## src/rtl/uart_pkg.sv

```systemverilog
package uart_pkg;
  typedef enum logic [2:0] {
    ST_IDLE  = 3'd0,
    ST_START = 3'd1,
    ST_DATA  = 3'd2,
    ST_PAR   = 3'd3,
    ST_STOP  = 3'd4
  } frame_st_e;

  localparam logic [2:0] ADDR_MODE = 3'd0;
  localparam logic [2:0] ADDR_STAT = 3'd1;
  localparam logic [2:0] ADDR_TXD  = 3'd2;
  localparam logic [2:0] ADDR_RXD  = 3'd3;
  localparam logic [2:0] ADDR_BAUD = 3'd4;
endpackage

```

## src/rtl/uart_baud_div.sv

```systemverilog
module uart_baud_div #(
  parameter int PS_W  = 3,
  parameter int DIV_W = 4,
  parameter int CNT_W = 5
) (
  input  logic             clk_i,
  input  logic             rst_ni,
  input  logic             restart_i,
  input  logic [PS_W-1:0]  ps_i,
  input  logic [DIV_W-1:0] div_i,
  output logic             tick_o
);
  localparam int PRE_W = (1 << PS_W) - 1;

  logic [PRE_W-1:0] pre_q, pre_lim;
  logic [PRE_W:0]   pre_full;
  logic [PS_W-1:0]  ps_eff;
  logic [CNT_W-1:0] cnt_q;
  logic             pre_tick;

  always_comb begin
    // top code would overflow the prescaler, fold it onto the largest ratio
    ps_eff   = (ps_i == PS_W'(PRE_W)) ? PS_W'(PRE_W - 1) : ps_i;
    pre_full = (PRE_W+1)'(1) << (ps_eff + 1'b1);
    pre_lim  = PRE_W'(pre_full - 1'b1);
  end

  assign pre_tick = (pre_q == pre_lim);
  assign tick_o   = pre_tick && (cnt_q == CNT_W'(div_i));

  always_ff @(posedge clk_i or negedge rst_ni) begin
    if (!rst_ni) begin
      pre_q <= '0;
      cnt_q <= '0;
    end else if (restart_i) begin
      pre_q <= '0;
      cnt_q <= '0;
    end else if (pre_tick) begin
      pre_q <= '0;
      cnt_q <= tick_o ? '0 : cnt_q + 1'b1;
    end else begin
      pre_q <= pre_q + 1'b1;
    end
  end

  assert_restart_quiet_R2: assert property (@(posedge clk_i) disable iff (!rst_ni)
    restart_i |=> !tick_o);
endmodule

```

## src/rtl/uart_tx.sv

```systemverilog
module uart_tx
  import uart_pkg::*;
#(
  parameter int DW = 8
) (
  input  logic          clk_i,
  input  logic          rst_ni,
  input  logic          tick_i,
  input  logic          start_i,
  input  logic [DW-1:0] data_i,
  input  logic          par_en_i,
  input  logic          par_odd_i,
  output logic          restart_o,
  output logic          txd_o,
  output logic          done_o
);
  localparam int BC_W = $clog2(DW);

  frame_st_e       st_q;
  logic [DW-1:0]   sh_q;
  logic [BC_W-1:0] bc_q;
  logic            ph_q, par_q, pen_q, txd_q, done_q;

  assign restart_o = start_i && (st_q == ST_IDLE);
  assign txd_o     = txd_q;
  assign done_o    = done_q;

  always_ff @(posedge clk_i or negedge rst_ni) begin
    if (!rst_ni) begin
      st_q   <= ST_IDLE;
      sh_q   <= '0;
      bc_q   <= '0;
      ph_q   <= 1'b0;
      par_q  <= 1'b0;
      pen_q  <= 1'b0;
      txd_q  <= 1'b1;
      done_q <= 1'b0;
    end else begin
      done_q <= 1'b0;
      if (restart_o) begin
        st_q  <= ST_START;
        sh_q  <= data_i;
        bc_q  <= '0;
        ph_q  <= 1'b0;
        par_q <= ^data_i ^ par_odd_i;
        pen_q <= par_en_i;
        txd_q <= 1'b0;
      end else if (st_q != ST_IDLE && tick_i) begin
        ph_q <= ~ph_q;
        if (ph_q) begin
          unique case (st_q)
            ST_START: begin
              st_q  <= ST_DATA;
              txd_q <= sh_q[0];
            end
            ST_DATA: begin
              sh_q <= sh_q >> 1;
              if (bc_q == BC_W'(DW - 1)) begin
                st_q  <= pen_q ? ST_PAR : ST_STOP;
                txd_q <= pen_q ? par_q : 1'b1;
              end else begin
                bc_q  <= bc_q + 1'b1;
                txd_q <= sh_q[1];
              end
            end
            ST_PAR: begin
              st_q  <= ST_STOP;
              txd_q <= 1'b1;
            end
            default: begin
              st_q   <= ST_IDLE;
              done_q <= 1'b1;
            end
          endcase
        end
      end
    end
  end

  assert_done_pulse_R3: assert property (@(posedge clk_i) disable iff (!rst_ni)
    done_q |=> !done_q);
  assert_start_low_R3: assert property (@(posedge clk_i) disable iff (!rst_ni)
    (st_q == ST_START) |-> !txd_o);
  assert_stop_high_R3: assert property (@(posedge clk_i) disable iff (!rst_ni)
    (st_q == ST_STOP || st_q == ST_IDLE) |-> txd_o);
  assert_busy_ignore_R4: assert property (@(posedge clk_i) disable iff (!rst_ni)
    (start_i && st_q != ST_IDLE) |=> $stable(par_q));
endmodule

```

## src/rtl/uart_rx.sv

```systemverilog
module uart_rx
  import uart_pkg::*;
#(
  parameter int DW = 8
) (
  input  logic          clk_i,
  input  logic          rst_ni,
  input  logic          tick_i,
  input  logic          en_i,
  input  logic          rxd_i,
  input  logic          par_en_i,
  input  logic          par_odd_i,
  output logic          restart_o,
  output logic          done_o,
  output logic [DW-1:0] data_o,
  output logic          perr_o,
  output logic          ferr_o
);
  localparam int BC_W = $clog2(DW);

  frame_st_e       st_q;
  logic [DW-1:0]   sh_q, data_q;
  logic [BC_W-1:0] bc_q;
  logic            ph_q, pen_q, odd_q, pbit_q, done_q, perr_q, ferr_q;
  logic            sample;

  assign restart_o = en_i && (st_q == ST_IDLE) && !rxd_i;
  assign sample    = tick_i && !ph_q;
  assign done_o    = done_q;
  assign data_o    = data_q;
  assign perr_o    = perr_q;
  assign ferr_o    = ferr_q;

  always_ff @(posedge clk_i or negedge rst_ni) begin
    if (!rst_ni) begin
      st_q   <= ST_IDLE;
      sh_q   <= '0;
      data_q <= '0;
      bc_q   <= '0;
      ph_q   <= 1'b0;
      pen_q  <= 1'b0;
      odd_q  <= 1'b0;
      pbit_q <= 1'b0;
      done_q <= 1'b0;
      perr_q <= 1'b0;
      ferr_q <= 1'b0;
    end else begin
      done_q <= 1'b0;
      if (restart_o) begin
        st_q  <= ST_START;
        ph_q  <= 1'b0;
        bc_q  <= '0;
        pen_q <= par_en_i;
        odd_q <= par_odd_i;
      end else if (st_q != ST_IDLE && tick_i) begin
        ph_q <= ~ph_q;
        if (sample) begin
          unique case (st_q)
            ST_START: st_q <= rxd_i ? ST_IDLE : ST_DATA;
            ST_DATA: begin
              sh_q <= {rxd_i, sh_q[DW-1:1]};
              if (bc_q == BC_W'(DW - 1)) st_q <= pen_q ? ST_PAR : ST_STOP;
              else                       bc_q <= bc_q + 1'b1;
            end
            ST_PAR: begin
              pbit_q <= rxd_i;
              st_q   <= ST_STOP;
            end
            default: begin
              st_q   <= ST_IDLE;
              done_q <= 1'b1;
              data_q <= sh_q;
              ferr_q <= !rxd_i;
              perr_q <= pen_q && (^sh_q ^ pbit_q ^ odd_q);
            end
          endcase
        end
      end
    end
  end

  assert_done_pulse_R5: assert property (@(posedge clk_i) disable iff (!rst_ni)
    done_q |=> !done_q);
  assert_false_start_R6: assert property (@(posedge clk_i) disable iff (!rst_ni)
    (st_q == ST_START && sample && rxd_i) |=> (st_q == ST_IDLE && !done_q));
  assert_no_perr_wo_parity_R8: assert property (@(posedge clk_i) disable iff (!rst_ni)
    (done_q && !pen_q) |-> !perr_q);
endmodule

```

## src/rtl/uart_core.sv

```systemverilog
module uart_core
  import uart_pkg::*;
#(
  parameter int DW    = 8,
  parameter int PS_W  = 3,
  parameter int DIV_W = 4,
  parameter int CNT_W = 5
) (
  input  logic       clk_i,
  input  logic       rst_ni,
  input  logic       bus_sel_i,
  input  logic       bus_we_i,
  input  logic [2:0] bus_addr_i,
  input  logic [7:0] bus_wdata_i,
  output logic [7:0] bus_rdata_o,
  input  logic       rxd_i,
  output logic       txd_o,
  output logic       rx_irq_o,
  output logic       tx_irq_o
);
  localparam int BAUD_W = PS_W + DIV_W;
  localparam logic [BAUD_W-1:0] BAUD_RST = BAUD_W'(1) << DIV_W;

  logic [7:0]        mode_q;
  logic [BAUD_W-1:0] baud_q;
  logic [2:0]        stat_q;
  logic              full_q, irq_q;
  logic [1:0]        rsync_q;
  logic              wr, rd, wr_tx, rd_stat, rd_rx;
  logic [1:0]        restart, tick;
  logic              rx_done, rx_perr, rx_ferr, ovr_now, err_now;
  logic [DW-1:0]     rx_data;

  assign wr      = bus_sel_i && bus_we_i;
  assign rd      = bus_sel_i && !bus_we_i;
  assign wr_tx   = wr && (bus_addr_i == ADDR_TXD) && mode_q[7];
  assign rd_stat = rd && (bus_addr_i == ADDR_STAT);
  assign rd_rx   = rd && (bus_addr_i == ADDR_RXD);

  always_ff @(posedge clk_i or negedge rst_ni) begin
    if (!rst_ni) begin
      mode_q <= '0;
      baud_q <= BAUD_RST;
    end else if (wr) begin
      if (bus_addr_i == ADDR_MODE) mode_q <= bus_wdata_i;
      if (bus_addr_i == ADDR_BAUD) baud_q <= bus_wdata_i[BAUD_W-1:0];
    end
  end

  always_ff @(posedge clk_i or negedge rst_ni) begin
    if (!rst_ni) rsync_q <= 2'b11;
    else         rsync_q <= {rsync_q[0], rxd_i};
  end

  // index 0: transmit chain, index 1: receive chain
  for (genvar g = 0; g < 2; g++) begin : g_div
    uart_baud_div #(.PS_W(PS_W), .DIV_W(DIV_W), .CNT_W(CNT_W)) u_div (
      .clk_i    (clk_i),
      .rst_ni   (rst_ni),
      .restart_i(restart[g]),
      .ps_i     (baud_q[BAUD_W-1:DIV_W]),
      .div_i    (baud_q[DIV_W-1:0]),
      .tick_o   (tick[g])
    );
  end

  uart_tx #(.DW(DW)) u_tx (
    .clk_i    (clk_i),
    .rst_ni   (rst_ni),
    .tick_i   (tick[0]),
    .start_i  (wr_tx),
    .data_i   (bus_wdata_i[DW-1:0]),
    .par_en_i (mode_q[5]),
    .par_odd_i(mode_q[4]),
    .restart_o(restart[0]),
    .txd_o    (txd_o),
    .done_o   (tx_irq_o)
  );

  uart_rx #(.DW(DW)) u_rx (
    .clk_i    (clk_i),
    .rst_ni   (rst_ni),
    .tick_i   (tick[1]),
    .en_i     (mode_q[6]),
    .rxd_i    (rsync_q[1]),
    .par_en_i (mode_q[5]),
    .par_odd_i(mode_q[4]),
    .restart_o(restart[1]),
    .done_o   (rx_done),
    .data_o   (rx_data),
    .perr_o   (rx_perr),
    .ferr_o   (rx_ferr)
  );

  assign ovr_now = full_q && !rd_rx;
  assign err_now = rx_perr || rx_ferr || ovr_now;

  always_ff @(posedge clk_i or negedge rst_ni) begin
    if (!rst_ni) begin
      stat_q <= '0;
      full_q <= 1'b0;
      irq_q  <= 1'b0;
    end else begin
      irq_q <= rx_done && !(mode_q[0] && err_now);
      if (rx_done)
        stat_q <= (rd_stat ? 3'b000 : stat_q) | {ovr_now, rx_ferr, rx_perr};
      else if (rd_stat)
        stat_q <= '0;
      if (rx_done)    full_q <= 1'b1;
      else if (rd_rx) full_q <= 1'b0;
    end
  end

  assign rx_irq_o = irq_q;

  always_comb begin
    unique case (bus_addr_i)
      ADDR_MODE: bus_rdata_o = mode_q;
      ADDR_STAT: bus_rdata_o = {5'b0, stat_q};
      ADDR_RXD:  bus_rdata_o = 8'(rx_data);
      ADDR_BAUD: bus_rdata_o = 8'(baud_q);
      default:   bus_rdata_o = '0;
    endcase
  end

  assert_stat_clear_R11: assert property (@(posedge clk_i) disable iff (!rst_ni)
    (rd_stat && !rx_done) |=> (stat_q == 3'b000));
  assert_err_suppress_R10: assert property (@(posedge clk_i) disable iff (!rst_ni)
    (rx_done && mode_q[0] && (rx_perr || rx_ferr)) |=> !rx_irq_o);
  assert_irq_needs_frame_R5: assert property (@(posedge clk_i) disable iff (!rst_ni)
    rx_irq_o |-> $past(rx_done));
  assert_overrun_flag_R9: assert property (@(posedge clk_i) disable iff (!rst_ni)
    (rx_done && full_q && !rd_rx) |=> stat_q[2]);
endmodule

```

## config.mk

```make
export PLATFORM = sky130hd
export DESIGN_NAME = uart_core
export DESIGN_NICKNAME = d
export VERILOG_FILES = /design/src/rtl/uart_pkg.sv /design/src/rtl/uart_baud_div.sv /design/src/rtl/uart_tx.sv /design/src/rtl/uart_rx.sv /design/src/rtl/uart_core.sv
export SDC_FILE = /design/constraint.sdc
export NUM_CORES = 1
export LEC_CHECK = 0
export CAP_MARGIN = 5
export CORE_UTILIZATION = 38
export CTS_CLUSTER_DIAMETER = 60
export DETAILED_ROUTE_END_ITERATION = 7
export GPL_ROUTABILITY_DRIVEN = 1
export PLACE_DENSITY_LB_ADDON = 0.3
export SLEW_MARGIN = 15
export SYNTH_ARGS = -nofsm -noshare
export SYNTH_HDL_FRONTEND = slang
export SYNTH_SLANG_ARGS = --single-unit
```

## constraint.sdc

```tcl
create_clock -name clk_i -period 3.3 [get_ports clk_i]
set_clock_uncertainty 0.15 [all_clocks]
set_input_delay 0.495 -clock clk_i [delete_from_list [all_inputs] [get_ports clk_i]]
set_output_delay 0.495 -clock clk_i [all_outputs]
set_load 0.1 [all_outputs]
```

==> results of run 1 <==
## cells in the final DEF, fill, tap and decap left out, types with 3 or more instances in the layout
cell type / count
a21oi_1: 17
a22o_1: 3
a31o_2: 3
and2_1: 3
and3_1: 8
buf_12: 8
buf_4: 13
clkbuf_16: 9
clkdlybuf4s50_1: 14
dfrtp_1: 90
dfstp_2: 4
ha_1: 9
inv_1: 17
mux2_2: 23
mux2_4: 9
mux2i_1: 18
nand2_1: 58
nand2b_1: 10
nand3_1: 12
nand3b_1: 5
nand4_1: 4
nor2_1: 31
nor2b_1: 8
nor3_1: 9
nor3b_1: 3
nor4b_1: 3
o21ai_0: 22
o21ai_1: 6
o31a_1: 8
or3_1: 3
xnor2_1: 25
xor2_1: 14
## cells by family (layout without fill, tap and decap cells)
group,after synthesis,after routing,synth area share
xor+xnor,39,39,0.0669
simple gates,179,179,0.191
flops,94,94,0.462
fa+ha+maj,9,9,0.0221
mux,50,50,0.112
other cells,1,1,0.000734
buf+inv,40,68,0.0404
compound gates,78,78,0.105
## layer usage
layer | vias up | share of wire
li1 | 1757 | -
met1 | 1710 | 0.48
met2 | 53 | 0.47
met3 | 12 | 0.029
met4 | 0 | 0.020
met5 | - | 0
## worst paths after layout
check | endpoint | slack, ns | cells past startpoint
max | u_rx.sh_q[6] | 0.26 | 9
min | g_div[0].u_div.pre_q[4] | 0.13 | 1
max reg2reg | u_rx.sh_q[6] | 0.26 | 9
min reg2reg | rsync_q[1] | 0.21 | 0
max in group asynchronous | u_tx.ph_q | 2.08 | 2
min in group clk_i | rsync_q[1] | 0.21 | 0
## power by group through the flow
stage	sequential (mW)	clock [mW]	combinational (mW)
floorplan	1.54	0	0.801
global placement	1.61	0	0.953
detailed placement	1.61	0	0.981
CTS	1.59	1.13	0.985
global route	1.63	1.17	1.09
finish	1.59	1.10	0.973
## flip-flops by register name (all words and copies together), names as in the netlist, 2 cells and up
| name | cells |
|---|---|
| baud_q | 7 |
| g_div.u_div.cnt_q | 10 |
| g_div.u_div.pre_q | 14 |
| mode_q | 8 |
| rsync_q | 2 |
| stat_q | 3 |
| u_rx.bc_q | 3 |
| u_rx.data_o | 8 |
| u_rx.sh_q | 8 |
| u_rx.st_q | 3 |
| u_tx.bc_q | 3 |
| u_tx.sh_q | 8 |
| u_tx.st_q | 3 |
## stage by stage
stage          setup WS, ns  setup TNS, ns  hold WS, ns
4_1_cts               0.247              0        0.193
3_3_place_gp          0.320              0        0.196
3_5_place_dp          0.254              0        0.197
5_1_grt              0.0342              0        0.218
2_1_floorplan        -0.596          -2.38       0.0494
6_report              0.263              0        0.126
## area by class of cell
| type | instances | share of cell area |
|---|---|---|
| multi-input combinational | 356 | 0.431 |
| inverter | 17 | 0.0108 |
| timing repair buffer | 35 | 0.0675 |
| sequential | 94 | 0.400 |
| clock inverter | 5 | 0.0112 |
| clock buffer | 11 | 0.0429 |
| tap | 172 | 0.0365 |
## worst reg2reg max path: stages (launching register included)
cell,delay [ns]
dfstp_2,0.67
nor2_1,0.08
nand2_1,0.07
ha_1,0.25
xnor2_1,0.17
nor4b_4,0.30
nand4b_4,0.20
nor2_4,0.23
and3_1,0.42
mux2_2,0.38
==> reports/qor.yml, run 1 <==
place_area_um2: 5580
ys_top_cells_by_count: "dfrtp_1 (90), nand2_1 (58), nor2_1 (31), o21ai_0 (25), xnor2_1 (25)"
worstMarginPinSlew_ns: 0.969
drive_above_1_share: 0.176
via_per_inst: 5.12
netlist_area_um2: 5110
stdcell_count: 690
peakVddDrop_mv: 0.272
clk_pin_slew_ns: 0.07
setup_violations: 0
netlist.area_leader.share: 0.441
drtIter0Drc: 137
status: "complete, no violations"
yosysSeqAreaShare: 0.462
hold_violations: 0
p_per_area_nw_per_um2: 621
drtPass1Iterations: 4
final_util: 0.458
post-place-cells: 674
total_power_mw: 3.66
cpPeakStageDelay_ns: 0.67
critPathLaunchType: "register"
die-width_um: 118
path_cells: "nor2_1, nand2_1, ha_1, xnor2_1, nor4b_4, nand4b_4, nor2_4, and3_1, mux2_2"
critPathCaptureType: "register"
seqCellArea_um2: 2360
stdcell_area_um2: 5900
cts_tree: "built"
cts_setup_buffers: 0
numCtsBuffers: 9
pwr-share-comb: 0.266
sw_frac_of_total: 0.336
synthArstFlopShare: 1.00
multi_input_area_um2: 2540
cts_hold_buf: 0
numPortBuffers: 26
grt_usage: 0.162
cp_top_family: "simple AND/OR/NAND/NOR gates"
crit_start: "baud_q[4]"
hpwl_um: 7390
cts_buffer_depth: 2
max_freq_mhz: 329
max_slew_margin: 0.354
ys.warnings.count: 0
rsz0062_at_grt: "false"
ctsResizeCount: 0
antennaDiodeCount: 0
crit_buf_inv: 0
place_congestion: 0.845
period_share: 0.920
worstSkewPairLatency_ns: 0.35
grt_first_pass_wirelength_um: 17500
grt_max_degree: 76
cp.arrival_ns: 3.13
syn_area_per_cell_um2: 10.4
internal-power_mw: 2.43
p_clk_frac: 0.299
p_leak_nw: 2.57
wl_per_cell_um: 15.0
p_sw_mw: 1.23
met2_usage: 0.245
wl_um: 10300
synth_flop_cell: "dfrtp_1"
crit_slowest_cell: "dfstp_2"
fillers: 1184
root_buffer: "clkbuf_16"
top_usage_layer: "met2"
grt_overflow: 0
num_vias: 3532
start_util: 0.397
syn_inst: 490
p_seq_frac: 0.435
pin_count: 27
yosysMostFrequentCell: "dfrtp_1"
synth_edf_count: 0
htree_levels: 3
drc: 0
path_max_fanout: 13
dieArea_um2: 13900
yosys.area.top_type: "dfrtp_1"
crit_type: "reg -> reg"
grtUsageMet1: 0.224
area_growth_syn_to_layout_pct: 15.5
fp.coreArea_um2: 12900
use_met3: 0.0247
ys_ff_latch: 94
fp.dieH_um: 118
cp.required_ns: 3.39
synthTopCellsByArea: "dfrtp_1 (44%), mux2_2 (5.1%), xnor2_1 (4.3%), nand2_1 (4.3%), mux2i_1 (3.5%)"
synth_fp_nets: 515
r2r_start: "baud_q[4]"
nets: 538
max-cap-violations: 0
holdCritPathClass: "in -> async"
antenna_found_initial: 0
drv_slew: 0
post-route-min-period_ns: 3.04
grt_pass1_vias: 3435
final_antenna_net_count: 0
synth_cell_types: 64
cts.sinks: 94
row_count: 41
Power figures use the tool's default switching activity.
==> inputs of run 2 (changes only) <==
--- a/config.mk
+++ b/config.mk
@@ -6,6 +6,7 @@
 export NUM_CORES = 1
 export LEC_CHECK = 0
 export CAP_MARGIN = 5
+export CORE_MARGIN = 2
 export CORE_UTILIZATION = 38
 export CTS_CLUSTER_DIAMETER = 60
 export DETAILED_ROUTE_END_ITERATION = 7
==> run 2 against run 1 <==
First-iteration DRC count increased by 29%. Global-route usage increased by 0.19 points. Register-to-register slack got worse by 0.05 ns. Wire length increased by 6.5%.
==> reports/qor.yml, run 2 (synthesized netlist as in run 1, its figures left out) <==
r2r_start: "baud_q[4]"  # unchanged
post-route-min-period_ns: 3.08  # was 3.04 ns
holdCritPathClass: "in -> async"  # unchanged
fillers: 1217  # was 1,184
grt_overflow: 0  # unchanged
grt_max_degree: 57  # was 76
reg2reg_depth: 9  # unchanged
r2r_setup_slack_ns: 0.22  # was 0.26 ns
root_buffer: "clkbuf_16"  # unchanged
start_util: 0.387  # was 0.397
cp.required_ns: 3.38  # was 3.39 ns
path_max_fanout: 13  # unchanged
drc: 0  # unchanged
largest_reg_flops: 14  # unchanged
fin_hold_ws_ns: 0.0637  # was 0.126 ns
nets: 540  # was 538
worstSkewPairLatency_ns: 0.35  # about the same
max_slew_margin: 0.518  # was 0.354
die-width_um: 120  # was 118 um
tns_ns: 0  # unchanged
post-place-cells: 680  # was 674
cts.sinks: 94  # unchanged
p_per_area_nw_per_um2: 626  # was 621 nW/um^2
worstMarginPinSlew_ns: 0.723  # was 0.969 ns
antenna_found_initial: 0  # unchanged
timing.rr.end: "u_rx.sh_q[0]"  # was u_rx.sh_q[6]
hold_violations: 0  # unchanged
area_growth_syn_to_layout_pct: 16.2  # was 15.5%
drv_slew: 0  # unchanged
place_congestion: 0.829  # was 0.845
wl_per_cell_um: 15.8  # was 15.0 um
cp.arrival_ns: 3.16  # was 3.13 ns
drtIter0Drc: 177  # was 137
layout_common_cells: "dfrtp_1 (90), nand2_1 (58), nor2_1 (31)"  # unchanged
critPathCaptureType: "register"  # unchanged
numCtsBuffers: 9  # unchanged
antennaDiodeCount: 0  # unchanged
cts_hold_buf: 0  # unchanged
num_vias: 3641  # was 3,532
setup_violations: 0  # unchanged
peakVddDrop_mv: 0.286  # was 0.272 mV
total_power_mw: 3.71  # was 3.66 mW
final_util: 0.450  # was 0.458
ctsResizeCount: 0  # unchanged
regMostFlops: "g_div.u_div.pre_q"  # unchanged
htree_levels: 3  # unchanged
drtPass1Iterations: 4  # unchanged
cts_buffer_depth: 2  # unchanged
crit_start: "baud_q[4]"  # unchanged
place_area_um2: 5610  # was 5580 um^2
period_share: 0.935  # was 0.920
rsz0062_at_grt: "false"  # unchanged
cts_setup_buffers: 0  # unchanged
final_antenna_net_count: 0  # unchanged
max-cap-violations: 0  # unchanged
max_freq_mhz: 324  # was 329 MHz
critPathLaunchType: "register"  # unchanged
p_leak_nw: 2.58  # was 2.57 nW
grt_usage: 0.164  # was 0.162
drive_above_1_share: 0.177  # was 0.176
grt_first_pass_wirelength_um: 18700  # was 17,500 um
clk_pin_slew_ns: 0.07  # about the same
preCtsSetupSlack_ns: 0.266  # was 0.254 ns
stdcell_count: 696  # was 690
fp.coreArea_um2: 13200  # was 12,900 um^2
wl_um: 11000  # was 10,300 um
via_per_inst: 5.23  # was 5.12
status: "complete, no violations"  # unchanged
hpwl_um: 7860  # was 7390 um
numPortBuffers: 26  # unchanged
crit_type: "reg -> reg"  # unchanged
dieArea_um2: 14400  # was 13,900 um^2
row_count: 42  # was 41
layout_setup_ws_ns: 0.216  # was 0.263 ns
cts_tree: "built"  # unchanged
pin_count: 27  # unchanged
layout_commonest_cell: "dfrtp_1"  # unchanged
stdcell_area_um2: 5930  # was 5900 um^2
worstSetupEndpoint: "u_rx.sh_q[0]"  # was u_rx.sh_q[6]
grt_pass1_vias: 3689  # was 3,435
fp.dieH_um: 120  # was 118 um
reg_top3: "g_div.u_div.pre_q (14), g_div.u_div.cnt_q (10)"  # unchanged
## run 2: changes by cell type in the layout (fill, tap and decap cells not counted), sizes merged
cell	before	now
buf	21	23
bufinv	1	2
clkbuf	11	10
## run 2: where the power goes
part | total [mW] | switching, mW | leakage (nW) | internal [mW]
registers | 1.60 | 0.254 | 1.16 | 1.35
clock network | 1.13 | 0.457 | 0.153 | 0.669
logic | 0.984 | 0.536 | 1.26 | 0.448
total | 3.71 | 1.25 | 2.58 | 2.47
## run 2: cell type report
type / instances / area [um^2] / area share
clock buffers: 10 / 229 / 0.0386
clock inverters: 6 / 93.8 / 0.0158
inverters: 17 / 63.8 / 0.0108
multi-input cells: 356 / 2540 / 0.429
flip-flops and latches: 94 / 2360 / 0.397
well taps: 176 / 220 / 0.0371
repair buffers: 37 / 425 / 0.0717
## run 2: layer usage
| layer | wire, um | track usage |
|---|---|---|
| met4 | 183 | 0.0581 |
| met5 | 0 | 0 |
| met1 | 5080 | 0.218 |
| met3 | 285 | 0.0223 |
| met2 | 5440 | 0.273 |
## run 2: worst min-delay path by stage
| stage | startpoint | to | slack [ns] | cells after the start |
|---|---|---|---|---|
| floorplan | rst_ni | baud_q[0] | 0.05 | 0 |
| global placement | rsync_q[0] | rsync_q[1] | 0.20 | 0 |
| detailed placement | rsync_q[0] | rsync_q[1] | 0.20 | 0 |
| CTS | rst_ni | u_tx.bc_q[2] | 0.08 | 1 |
| global route | rst_ni | u_tx.bc_q[2] | 0.12 | 1 |
| finish | rst_ni | u_tx.bc_q[2] | 0.06 | 1 |
## run 2: critical path: stages, from the launching register on
cell and delay [ns]:
dfstp_2 0.68, nor2_1 0.09, nand2_1 0.07, ha_1 0.25, xnor2_1 0.17, nor4b_4 0.30
nand4b_4 0.20, nor2_4 0.22, and3_1 0.42, mux2_2 0.40
==> inputs of run 3 (changes only) <==
--- a/config.mk
+++ b/config.mk
@@ -7,7 +7,7 @@
 export LEC_CHECK = 0
 export CAP_MARGIN = 5
 export CORE_MARGIN = 2
-export CORE_UTILIZATION = 38
+export CORE_UTILIZATION = 45
 export CTS_CLUSTER_DIAMETER = 60
 export DETAILED_ROUTE_END_ITERATION = 7
 export GPL_ROUTABILITY_DRIVEN = 1
==> run 3 against run 2 <==
Via count shrank 1.4%. Sequential cell count unchanged. Worst hold slack worse by 0.041 ns. Total power shrank 3.9%. Sequential share of layout area grew 0.60 points. Clock-buffer cell count shrank 1. Critical endpoint is now u_rx.sh_q[7]. Cell count shrank 5.5%. Sequential power is essentially flat. Clock power shrank 11%. Critical path type unchanged. First-iteration DRC count decreased by 0.56%. Setup slack improved by 0.017 ns. Global-route usage is 1.2 points higher.
==> reports/qor.yml, run 3 (synthesized netlist as in run 1, its figures left out) <==
status: "complete, no violations"  # unchanged
grt_usage: 0.175  # was 0.164
period_share: 0.929  # was 0.935
timing.rr.end: "u_rx.sh_q[7]"  # was u_rx.sh_q[0]
worstMarginPinSlew_ns: 0.703  # was 0.723 ns
r2r_start: "baud_q[4]"  # unchanged
max_slew_margin: 0.528  # was 0.518
drtIter0Drc: 176  # was 177
fin_hold_ws_ns: 0.0223  # was 0.0637 ns
max_freq_mhz: 326  # was 324 MHz
antenna_found_initial: 0  # unchanged
holdCritPathClass: "in -> async"  # unchanged
dieArea_um2: 12200  # was 14,400 um^2
cts.sinks: 94  # unchanged
reg_top3: "g_div.u_div.pre_q (14), g_div.u_div.cnt_q (10)"  # unchanged
post-place-cells: 642  # was 680
layout_common_cells: "dfrtp_1 (90), nand2_1 (58), nor2_1 (31)"  # unchanged
via_per_inst: 5.46  # was 5.23
fp.dieH_um: 111  # was 120 um
clk_pin_slew_ns: 0.07  # about the same
cp.required_ns: 3.38  # about the same
cts_tree: "built"  # unchanged
critPathLaunchType: "register"  # unchanged
place_area_um2: 5550  # was 5610 um^2
pin_count: 27  # unchanged
p_per_area_nw_per_um2: 611  # was 626 nW/um^2
rsz0062_at_grt: "false"  # unchanged
wl_per_cell_um: 15.4  # was 15.8 um
drive_above_1_share: 0.176  # was 0.177
wl_um: 10100  # was 11,000 um
num_vias: 3590  # was 3,641
hpwl_um: 7360  # was 7860 um
cts_setup_buffers: 0  # unchanged
critPathCaptureType: "register"  # unchanged
post-route-min-period_ns: 3.07  # was 3.08 ns
r2r_setup_slack_ns: 0.23  # was 0.22 ns
crit_type: "reg -> reg"  # unchanged
antennaDiodeCount: 0  # unchanged
cts_buffer_depth: 2  # unchanged
regMostFlops: "g_div.u_div.pre_q"  # unchanged
grt_pass1_vias: 3559  # was 3,689
numCtsBuffers: 9  # unchanged
grt_first_pass_wirelength_um: 17600  # was 18,700 um
reg2reg_depth: 9  # unchanged
final_antenna_net_count: 0  # unchanged
fp.coreArea_um2: 10900  # was 13,200 um^2
root_buffer: "clkbuf_16"  # unchanged
drc: 0  # unchanged
largest_reg_flops: 14  # unchanged
area_growth_syn_to_layout_pct: 14.4  # was 16.2%
cp.arrival_ns: 3.15  # was 3.16 ns
grt_overflow: 0  # unchanged
path_max_fanout: 13  # unchanged
worstSkewPairLatency_ns: 0.35  # about the same
stdcell_count: 658  # was 696
drv_slew: 0  # unchanged
numPortBuffers: 26  # unchanged
drtPass1Iterations: 4  # unchanged
start_util: 0.467  # was 0.387
layout_setup_ws_ns: 0.233  # was 0.216 ns
place_congestion: 0.792  # was 0.829
cts_hold_buf: 0  # unchanged
max-cap-violations: 0  # unchanged
p_leak_nw: 2.55  # was 2.58 nW
nets: 538  # was 540
stdcell_area_um2: 5840  # was 5930 um^2
grt_max_degree: 95  # was 57
row_count: 38  # was 42
htree_levels: 3  # unchanged
final_util: 0.534  # was 0.450
ctsResizeCount: 0  # unchanged
peakVddDrop_mv: 0.311  # was 0.286 mV
setup_violations: 0  # unchanged
layout_commonest_cell: "dfrtp_1"  # unchanged
die-width_um: 111  # was 120 um
hold_violations: 0  # unchanged
preCtsSetupSlack_ns: 0.235  # was 0.266 ns
[run 3: changes by cell type in the layout (fill, tap and decap cells not counted), sizes merged]
cell,delta
clkinv,+1
buf,-2
clkbuf,-1
bufinv,-2
inv,+1
clkinvlp,+1
[run 3: cell type report]
class	count	area [um^2]
clock inverters	7	68.8
fillers	987	5090
multi-input cells	356	2540
flip-flops and latches	94	2360
well taps	140	175
clock buffers	9	225
repair buffers	35	410
inverters	17	63.8
[run 3: worst max-delay path by stage]
stage / depth (start not counted) / slack, ns / end / startpoint
6_report: 9 / 0.23 / u_rx.sh_q[7] / baud_q[4]
5_1_grt: 9 / 0.03 / u_rx.sh_q[7] / baud_q[4]
4_1_cts: 9 / 0.22 / u_rx.sh_q[7] / baud_q[4]
3_5_place_dp: 9 / 0.24 / u_rx.sh_q[7] / baud_q[4]
3_3_place_gp: 9 / 0.32 / u_rx.sh_q[7] / baud_q[4]
2_1_floorplan: 4 / -0.60 / bus_rdata_o[3] / bus_addr_i[0]
[run 3: where the power goes]
part           switching (mW)  internal, mW  leakage, nW
Combinational           0.525         0.445         1.25
Clock                   0.479         0.528        0.137
Sequential              0.242          1.35         1.16
[run 3: per-stage QoR]
stage	TNS, ns	total power, mW
after global routing	0	3.78
after CTS	0	3.60
after floorplan	-2.38	2.34
after global placement	0	2.55
final	0	3.57
after detailed placement	0	2.59
[run 3: routing by layer]
layer,GRT usage,share of wire
met1,0.242,0.48
met2,0.283,0.48
met3,0.0220,0.026
met4,0.0667,0.014
met5,0,0
[run 3: critical path, stage by stage (launching register included)]
cell      delay (ns)
dfstp_2         0.66
nor2_1          0.09
nand2_1         0.07
ha_1            0.25
xnor2_1         0.17
nor4b_4         0.30
nand4b_4        0.20
nor2_4          0.23
and3_1          0.42
mux2_2          0.39
